<file path="src/rtl/irqsb_pkg.sv">
`timescale 1ns/1ps
package irqsb_pkg;

    localparam int PRIO_W = 8;
    localparam logic [PRIO_W-1:0] PRIO_OFF = '1;

    typedef logic [PRIO_W-1:0] prio_t;

    typedef enum logic {
        KIND_MSG = 1'b0,
        KIND_LVL = 1'b1
    } src_kind_e;

    // Per-source status flags; level sources use asrt/sent, message sources rej/mpend
    typedef struct packed {
        logic asrt;
        logic sent;
        logic rej;
        logic mpend;
    } src_stat_t;

    function automatic logic prio_masked(prio_t p);
        return p == PRIO_OFF;
    endfunction

endpackage

</file>
<file path="src/rtl/irqsb_num_dec.sv">
`timescale 1ns/1ps
module irqsb_num_dec #(
    parameter int unsigned NUM_SRC = 16,
    parameter int unsigned GNUM_W  = 12,
    parameter int unsigned BASE    = 256
) (
    input  logic              valid,
    input  logic [GNUM_W-1:0] num,
    output logic [NUM_SRC-1:0] hit
);
    localparam logic [GNUM_W-1:0] BASE_V = GNUM_W'(BASE);

    logic [GNUM_W-1:0] off;
    logic              above;

    assign off   = num - BASE_V;
    assign above = (num >= BASE_V);

    for (genvar i = 0; i < NUM_SRC; i++) begin : g_hit
        assign hit[i] = valid && above && (off == GNUM_W'(i));
    end
endmodule

</file>
<file path="src/rtl/irqsb_pick_low.sv">
`timescale 1ns/1ps
module irqsb_pick_low #(
    parameter int unsigned NUM_SRC = 16,
    parameter int unsigned IDX_W   = 4
) (
    input  logic [NUM_SRC-1:0] req,
    input  logic               ready,
    output logic               valid,
    output logic [IDX_W-1:0]   idx,
    output logic [NUM_SRC-1:0] grant
);
    logic [NUM_SRC-1:0] lowest;

    assign lowest = req & (~req + NUM_SRC'(1));
    assign valid  = |req;
    assign grant  = ready ? lowest : '0;

    always_comb begin
        idx = '0;
        for (int i = NUM_SRC - 1; i >= 0; i--) begin
            if (req[i]) idx = IDX_W'(i);
        end
    end
endmodule

</file>
<file path="src/rtl/irqsb_slot.sv">
`timescale 1ns/1ps
module irqsb_slot
    import irqsb_pkg::*;
#(
    parameter int unsigned SRV_W = 4
) (
    input  logic             clk,
    input  logic             rst,
    input  logic             is_lvl,
    input  logic             lvl_line,
    input  logic             msg_evt,
    input  logic             wr_hit,
    input  logic [SRV_W-1:0] wr_srv,
    input  prio_t            wr_prio,
    input  prio_t            wr_saved,
    input  logic             rej_hit,
    input  logic             eoi_hit,
    input  logic             resend,
    input  logic             grant,
    output logic             req,
    output logic [SRV_W-1:0] srv,
    output prio_t            prio,
    output prio_t            saved,
    output logic             asrt_o,
    output logic             sent_o
);
    logic [SRV_W-1:0] srv_q, srv_d;
    prio_t            prio_q, prio_d, saved_q, saved_d;
    src_stat_t        st_q, st_d;
    logic             req_q, req_d;
    logic             fire, lvl_eval, now_masked;
    src_kind_e        kind;

    assign kind = src_kind_e'(is_lvl);

    always_comb begin
        srv_d    = srv_q;
        prio_d   = prio_q;
        saved_d  = saved_q;
        st_d     = st_q;
        fire     = 1'b0;
        lvl_eval = 1'b0;
        if (wr_hit) begin
            srv_d   = wr_srv;
            prio_d  = wr_prio;
            saved_d = wr_saved;
        end
        now_masked = prio_masked(prio_d);
        if (kind == KIND_LVL) begin
            lvl_eval  = (lvl_line != st_q.asrt) || wr_hit || resend;
            st_d.asrt = lvl_line;
            if (rej_hit || eoi_hit) st_d.sent = 1'b0;
            if (lvl_eval && !now_masked && st_d.asrt && !st_d.sent) begin
                st_d.sent = 1'b1;
                fire      = 1'b1;
            end
        end else begin
            if (rej_hit) st_d.rej = 1'b1;
            if (msg_evt) begin
                if (now_masked) st_d.mpend = 1'b1;
                else            fire       = 1'b1;
            end
            if (resend && st_q.rej) begin
                st_d.rej = 1'b0;
                if (!now_masked) fire = 1'b1;
            end
            if (wr_hit && st_q.mpend && !now_masked) begin
                st_d.mpend = 1'b0;
                fire       = 1'b1;
            end
        end
        req_d = (req_q && !grant) || fire;
        if (wr_hit && now_masked) req_d = 1'b0;
    end

    always_ff @(posedge clk) begin
        if (rst) begin
            srv_q   <= '0;
            prio_q  <= PRIO_OFF;
            saved_q <= PRIO_OFF;
            st_q    <= '0;
            req_q   <= 1'b0;
        end else begin
            srv_q   <= srv_d;
            prio_q  <= prio_d;
            saved_q <= saved_d;
            st_q    <= st_d;
            req_q   <= req_d;
        end
    end

    assign req    = req_q;
    assign srv    = srv_q;
    assign prio   = prio_q;
    assign saved  = saved_q;
    assign asrt_o = st_q.asrt;
    assign sent_o = st_q.sent;
endmodule

</file>
<file path="src/rtl/irq_source_bank.sv">
`timescale 1ns/1ps
module irq_source_bank
    import irqsb_pkg::*;
#(
    parameter int unsigned NUM_SRC = 16,
    parameter int unsigned SRV_W   = 4,
    parameter int unsigned GNUM_W  = 12,
    parameter int unsigned BASE    = 256,
    localparam int unsigned IDX_W  = (NUM_SRC > 1) ? $clog2(NUM_SRC) : 1
) (
    input  logic               clk,
    input  logic               rst,
    input  logic [NUM_SRC-1:0] src_is_level,
    input  logic [NUM_SRC-1:0] lvl_lines,
    input  logic [NUM_SRC-1:0] msg_events,
    input  logic               cfg_we,
    input  logic [IDX_W-1:0]   cfg_idx,
    input  logic [SRV_W-1:0]   cfg_server,
    input  logic [7:0]         cfg_prio,
    input  logic [7:0]         cfg_saved_prio,
    input  logic               rej_valid,
    input  logic [GNUM_W-1:0]  rej_num,
    input  logic               eoi_valid,
    input  logic [GNUM_W-1:0]  eoi_num,
    input  logic               resend_req,
    output logic               offer_valid,
    input  logic               offer_ready,
    output logic [SRV_W-1:0]   offer_server,
    output logic [GNUM_W-1:0]  offer_num,
    output logic [7:0]         offer_prio
);
    logic [NUM_SRC-1:0]        wr_hit, rej_hit, eoi_hit;
    logic [NUM_SRC-1:0]        req_vec, grant_vec, sent_vec, asrt_vec;
    logic [SRV_W-1:0]          srv_arr  [NUM_SRC];
    prio_t                     prio_arr [NUM_SRC];
    logic [NUM_SRC*PRIO_W-1:0] saved_flat;
    logic [IDX_W-1:0]          pick_idx;

    irqsb_num_dec #(.NUM_SRC(NUM_SRC), .GNUM_W(GNUM_W), .BASE(BASE)) u_rej_dec (
        .valid (rej_valid),
        .num   (rej_num),
        .hit   (rej_hit)
    );

    irqsb_num_dec #(.NUM_SRC(NUM_SRC), .GNUM_W(GNUM_W), .BASE(BASE)) u_eoi_dec (
        .valid (eoi_valid),
        .num   (eoi_num),
        .hit   (eoi_hit)
    );

    for (genvar i = 0; i < NUM_SRC; i++) begin : g_src
        assign wr_hit[i] = cfg_we && (cfg_idx == IDX_W'(i));

        irqsb_slot #(.SRV_W(SRV_W)) u_slot (
            .clk      (clk),
            .rst      (rst),
            .is_lvl   (src_is_level[i]),
            .lvl_line (lvl_lines[i]),
            .msg_evt  (msg_events[i]),
            .wr_hit   (wr_hit[i]),
            .wr_srv   (cfg_server),
            .wr_prio  (cfg_prio),
            .wr_saved (cfg_saved_prio),
            .rej_hit  (rej_hit[i]),
            .eoi_hit  (eoi_hit[i]),
            .resend   (resend_req),
            .grant    (grant_vec[i]),
            .req      (req_vec[i]),
            .srv      (srv_arr[i]),
            .prio     (prio_arr[i]),
            .saved    (saved_flat[i*PRIO_W +: PRIO_W]),
            .asrt_o   (asrt_vec[i]),
            .sent_o   (sent_vec[i])
        );
    end

    irqsb_pick_low #(.NUM_SRC(NUM_SRC), .IDX_W(IDX_W)) u_pick (
        .req   (req_vec),
        .ready (offer_ready),
        .valid (offer_valid),
        .idx   (pick_idx),
        .grant (grant_vec)
    );

    assign offer_server = srv_arr[pick_idx];
    assign offer_prio   = prio_arr[pick_idx];
    assign offer_num    = GNUM_W'(BASE) + GNUM_W'(pick_idx);
endmodule

</file>
<file path="config.mk">
export PLATFORM = sky130hd
export DESIGN_NAME = irq_source_bank
export DESIGN_NICKNAME = d
export VERILOG_FILES = /design/src/rtl/irqsb_pkg.sv /design/src/rtl/irqsb_num_dec.sv /design/src/rtl/irqsb_pick_low.sv /design/src/rtl/irqsb_slot.sv /design/src/rtl/irq_source_bank.sv
export SDC_FILE = /design/constraint.sdc
export NUM_CORES = 1
export LEC_CHECK = 0
export BUFFER_PORTS_ARGS = -buffer_cell sky130_fd_sc_hd__buf_4
export CAP_MARGIN = 20
export CORE_MARGIN = 5
export CORE_UTILIZATION = 56
export CTS_CLUSTER_SIZE = 10
export DETAILED_ROUTE_END_ITERATION = 7
export GPL_ROUTABILITY_DRIVEN = 0
export MAX_ROUTING_LAYER = met4
export PLACE_DENSITY = 0.79
export SLEW_MARGIN = 20
export SYNTH_ARGS = -nofsm -noshare
export SYNTH_HDL_FRONTEND = slang
export SYNTH_SLANG_ARGS = --single-unit
</file>
<file path="constraint.sdc">
create_clock -name clk -period 7.7 [get_ports clk]
set_clock_uncertainty 0.2 [all_clocks]
set_input_delay 1.155 -clock clk [delete_from_list [all_inputs] [get_ports clk]]
set_output_delay 1.155 -clock clk [all_outputs]
set_load 0.1 [all_outputs]
</file>
==> results.cfg <==
[outcome]
status = complete, no violations

[synthesis]
syn_inst = 1748
synth_top_cell_area_share_pct = 40.8
synth_area_leaders = dfxtp_1 (41%), nand2_1 (13%), nand3b_1 (6.9%)
yosys.area.top_type = dfxtp_1
yosysWarnings = 0
syn_area_um2 = 13400
async_reset_ff_share_pct = 0
yosysSeqAreaShare_pct = 40.8
synth_edf_count = 0
ys_types = 71
syn_area_per_cell_um2 = 7.64
yosys_most_used_dff = dfxtp_1
synth-seq-cells = 272

[setup_path]
crit_type = register to primary output
reg2reg_to = g_src[14].u_slot.req
cp-end-kind = primary output
cp-start-kind = register
r2r-start = g_src[8].u_slot.req
crit_required_ns = 6.34
crit_fanout = 45
rrSetupSlack_ns = 5.02
critPathArrivalTime_ns = 4.07
reg2reg_depth = 5

[floorplan]
rows = 56
coreArea_um2 = 23500
initial_utilization_pct = 56.9
dieHeight_um = 164
die-width_um = 164
dieArea_um2 = 27000
io_pins = 128

[clocking]
htree_levels = 1
cts_setup_buffers = 0
cts_buffers = 31
clock_path_buffers = 3
cts_hold_buffers = 0
cts_resized = 0
cts_sinks = 272
cts_tree = yes
cts_root_buffer = clkbuf_16
clkTransAtPathRegs_ns = 0.06
clock_latency_ns = 0.56

[final_layout]
final_common_cell = nand2_1
drive_above_1_share_pct = 11.2
fin_cells = 2103
final_cell_mix = nand2_1 (449), dfxtp_1 (272), buf_4 (133), a21oi_1 (129), nand3b_1 (123)
antennaDiodeCount = 0
area_growth_pct = 12.4
finish.utilization_pct = 64.0
fin_nets = 1884

[routing]
vias_per_cell = 6.39
drt_wl_total_um = 44000
first_iter_violations = 1801
ant_nets = 0
wl_per_cell_um = 20.9
vias = 13400
drcViolationCount = 0
dr.pass1.iters = 6

[grt]
antenna_found_initial = 0
grtUsageTotal_pct = 32.4
grt_pass1_vias = 12800
grt_overflow = 0
grt_start_max_net_pins = 109
grt_pass1_wl_um = 68100

[timing]
setup_viol_count_final = 0
hold_violations = 0
period_needed_ns = 5.43
max_freq_mhz = 184
timing.setup.tns_ns = 0
tightest_slew_ns = 1.09
fin_crit_sh_pct = 70.5
max_slew_margin_pct = 27.2
grt_setup_unrepaired = false
drv_slew = 0

[placement]
placed_cells = 2067
dp_hpwl_um = 29600
portBuffers = 111

[worst_hold_path]
min_path_cells = 2
hold-path-endpoint = g_src[12].u_slot.srv[1]
hp-start = g_src[12].u_slot.srv[1]
hold_class = register to register

[power_and_ir_drop]
p_leak_uw = 0.00605
ir_worst_vdd_mv = 0.164
powerDensity_nw_per_um2 = 259

[run]
drv_cap = 0
## stage by stage
stage	hold WS (ns)	worst slack (ns)	instance area, µm²	power [µW]
after floorplan	0.232	1.37	13400	2350
after global placement	0.241	3.10	14200	2620
after detailed placement	0.247	3.00	14200	2630
after CTS	0.254	2.40	15000	3880
after global routing	0.272	2.16	15000	4020
final	0.253	2.27	15000	3900
## layer usage
metal / track usage, % / wire length [µm]
met5: - / 0
met4: 14.9 / 2360
met3: 5.69 / 4640
met2: 49.8 / 19400
met1: 42.0 / 17600
## critical path: stages (launching register included)
cell	delay, ns
dfxtp_1	0.48
a221oi_1	0.19
o41a_2	0.53
nor2_4	0.14
clkinv_2	0.58
mux2i_1	0.28
a32o_1	0.24
nor4_1	0.63
buf_4	0.41
## flip-flops by register name, indices dropped and copies added (netlist names)
| register | flops |
|---|---|
| g_src.u_slot.req | 16 |
| g_src.u_slot.sent_o | 16 |
| g_src.u_slot.st_q | 32 |
| g_src.u_slot.srv | 64 |
| g_src.u_slot.prio | 128 |
| g_src.u_slot.asrt_o | 16 |
## kinds of logic after synthesis
kind of cell    after synthesis  share of synthesized area, %
simple gates                902                          32.9
compound gates              365                          17.9
flops                       272                          40.8
buf+inv                     161                          4.99
mux                          46                          3.47
other cells                   2                        0.0562
## synth_stat cells (21+ instances only)
cell type,instances
a21oi_1,129
clkbuf_1,117
dfxtp_1,272
mux2i_1,44
nand2_1,449
nand3_1,37
nand3b_1,123
nand4_1,39
nor2_1,118
nor2b_1,21
nor3_1,33
o21ai_0,55
o22ai_1,25
## power breakdown
part | internal [µW] | switching (µW)
Combinational | 305 | 823
Sequential | 1460 | 43.4
Clock | 709 | 558
Total | 2470 | 1420
## worst max path at each step
stage / from / end / slack, ns / cells after the start
2_1_floorplan: g_src[0].u_slot.req / offer_prio[6] / 1.37 / 9
3_3_place_gp: g_src[12].u_slot.req / offer_server[0] / 3.10 / 8
3_5_place_dp: g_src[12].u_slot.req / offer_server[0] / 3.00 / 8
4_1_cts: g_src[12].u_slot.req / offer_server[0] / 2.40 / 8
5_1_grt: g_src[0].u_slot.req / offer_server[0] / 2.16 / 9
6_report: g_src[12].u_slot.req / offer_server[0] / 2.27 / 8
## final cells by class
type                            count  area [µm²]
Timing Repair Buffer              134        1010
Multi-Input combinational cell   1321        7280
Clock inverter                      2        16.3
Sequential cell                   272        5450
Fill cell                        2070        8450
Inverter                           21        80.1
Clock buffer                       34         787
Tap cell                          319         399
Note: power is estimated with default switching activity, not from simulation.
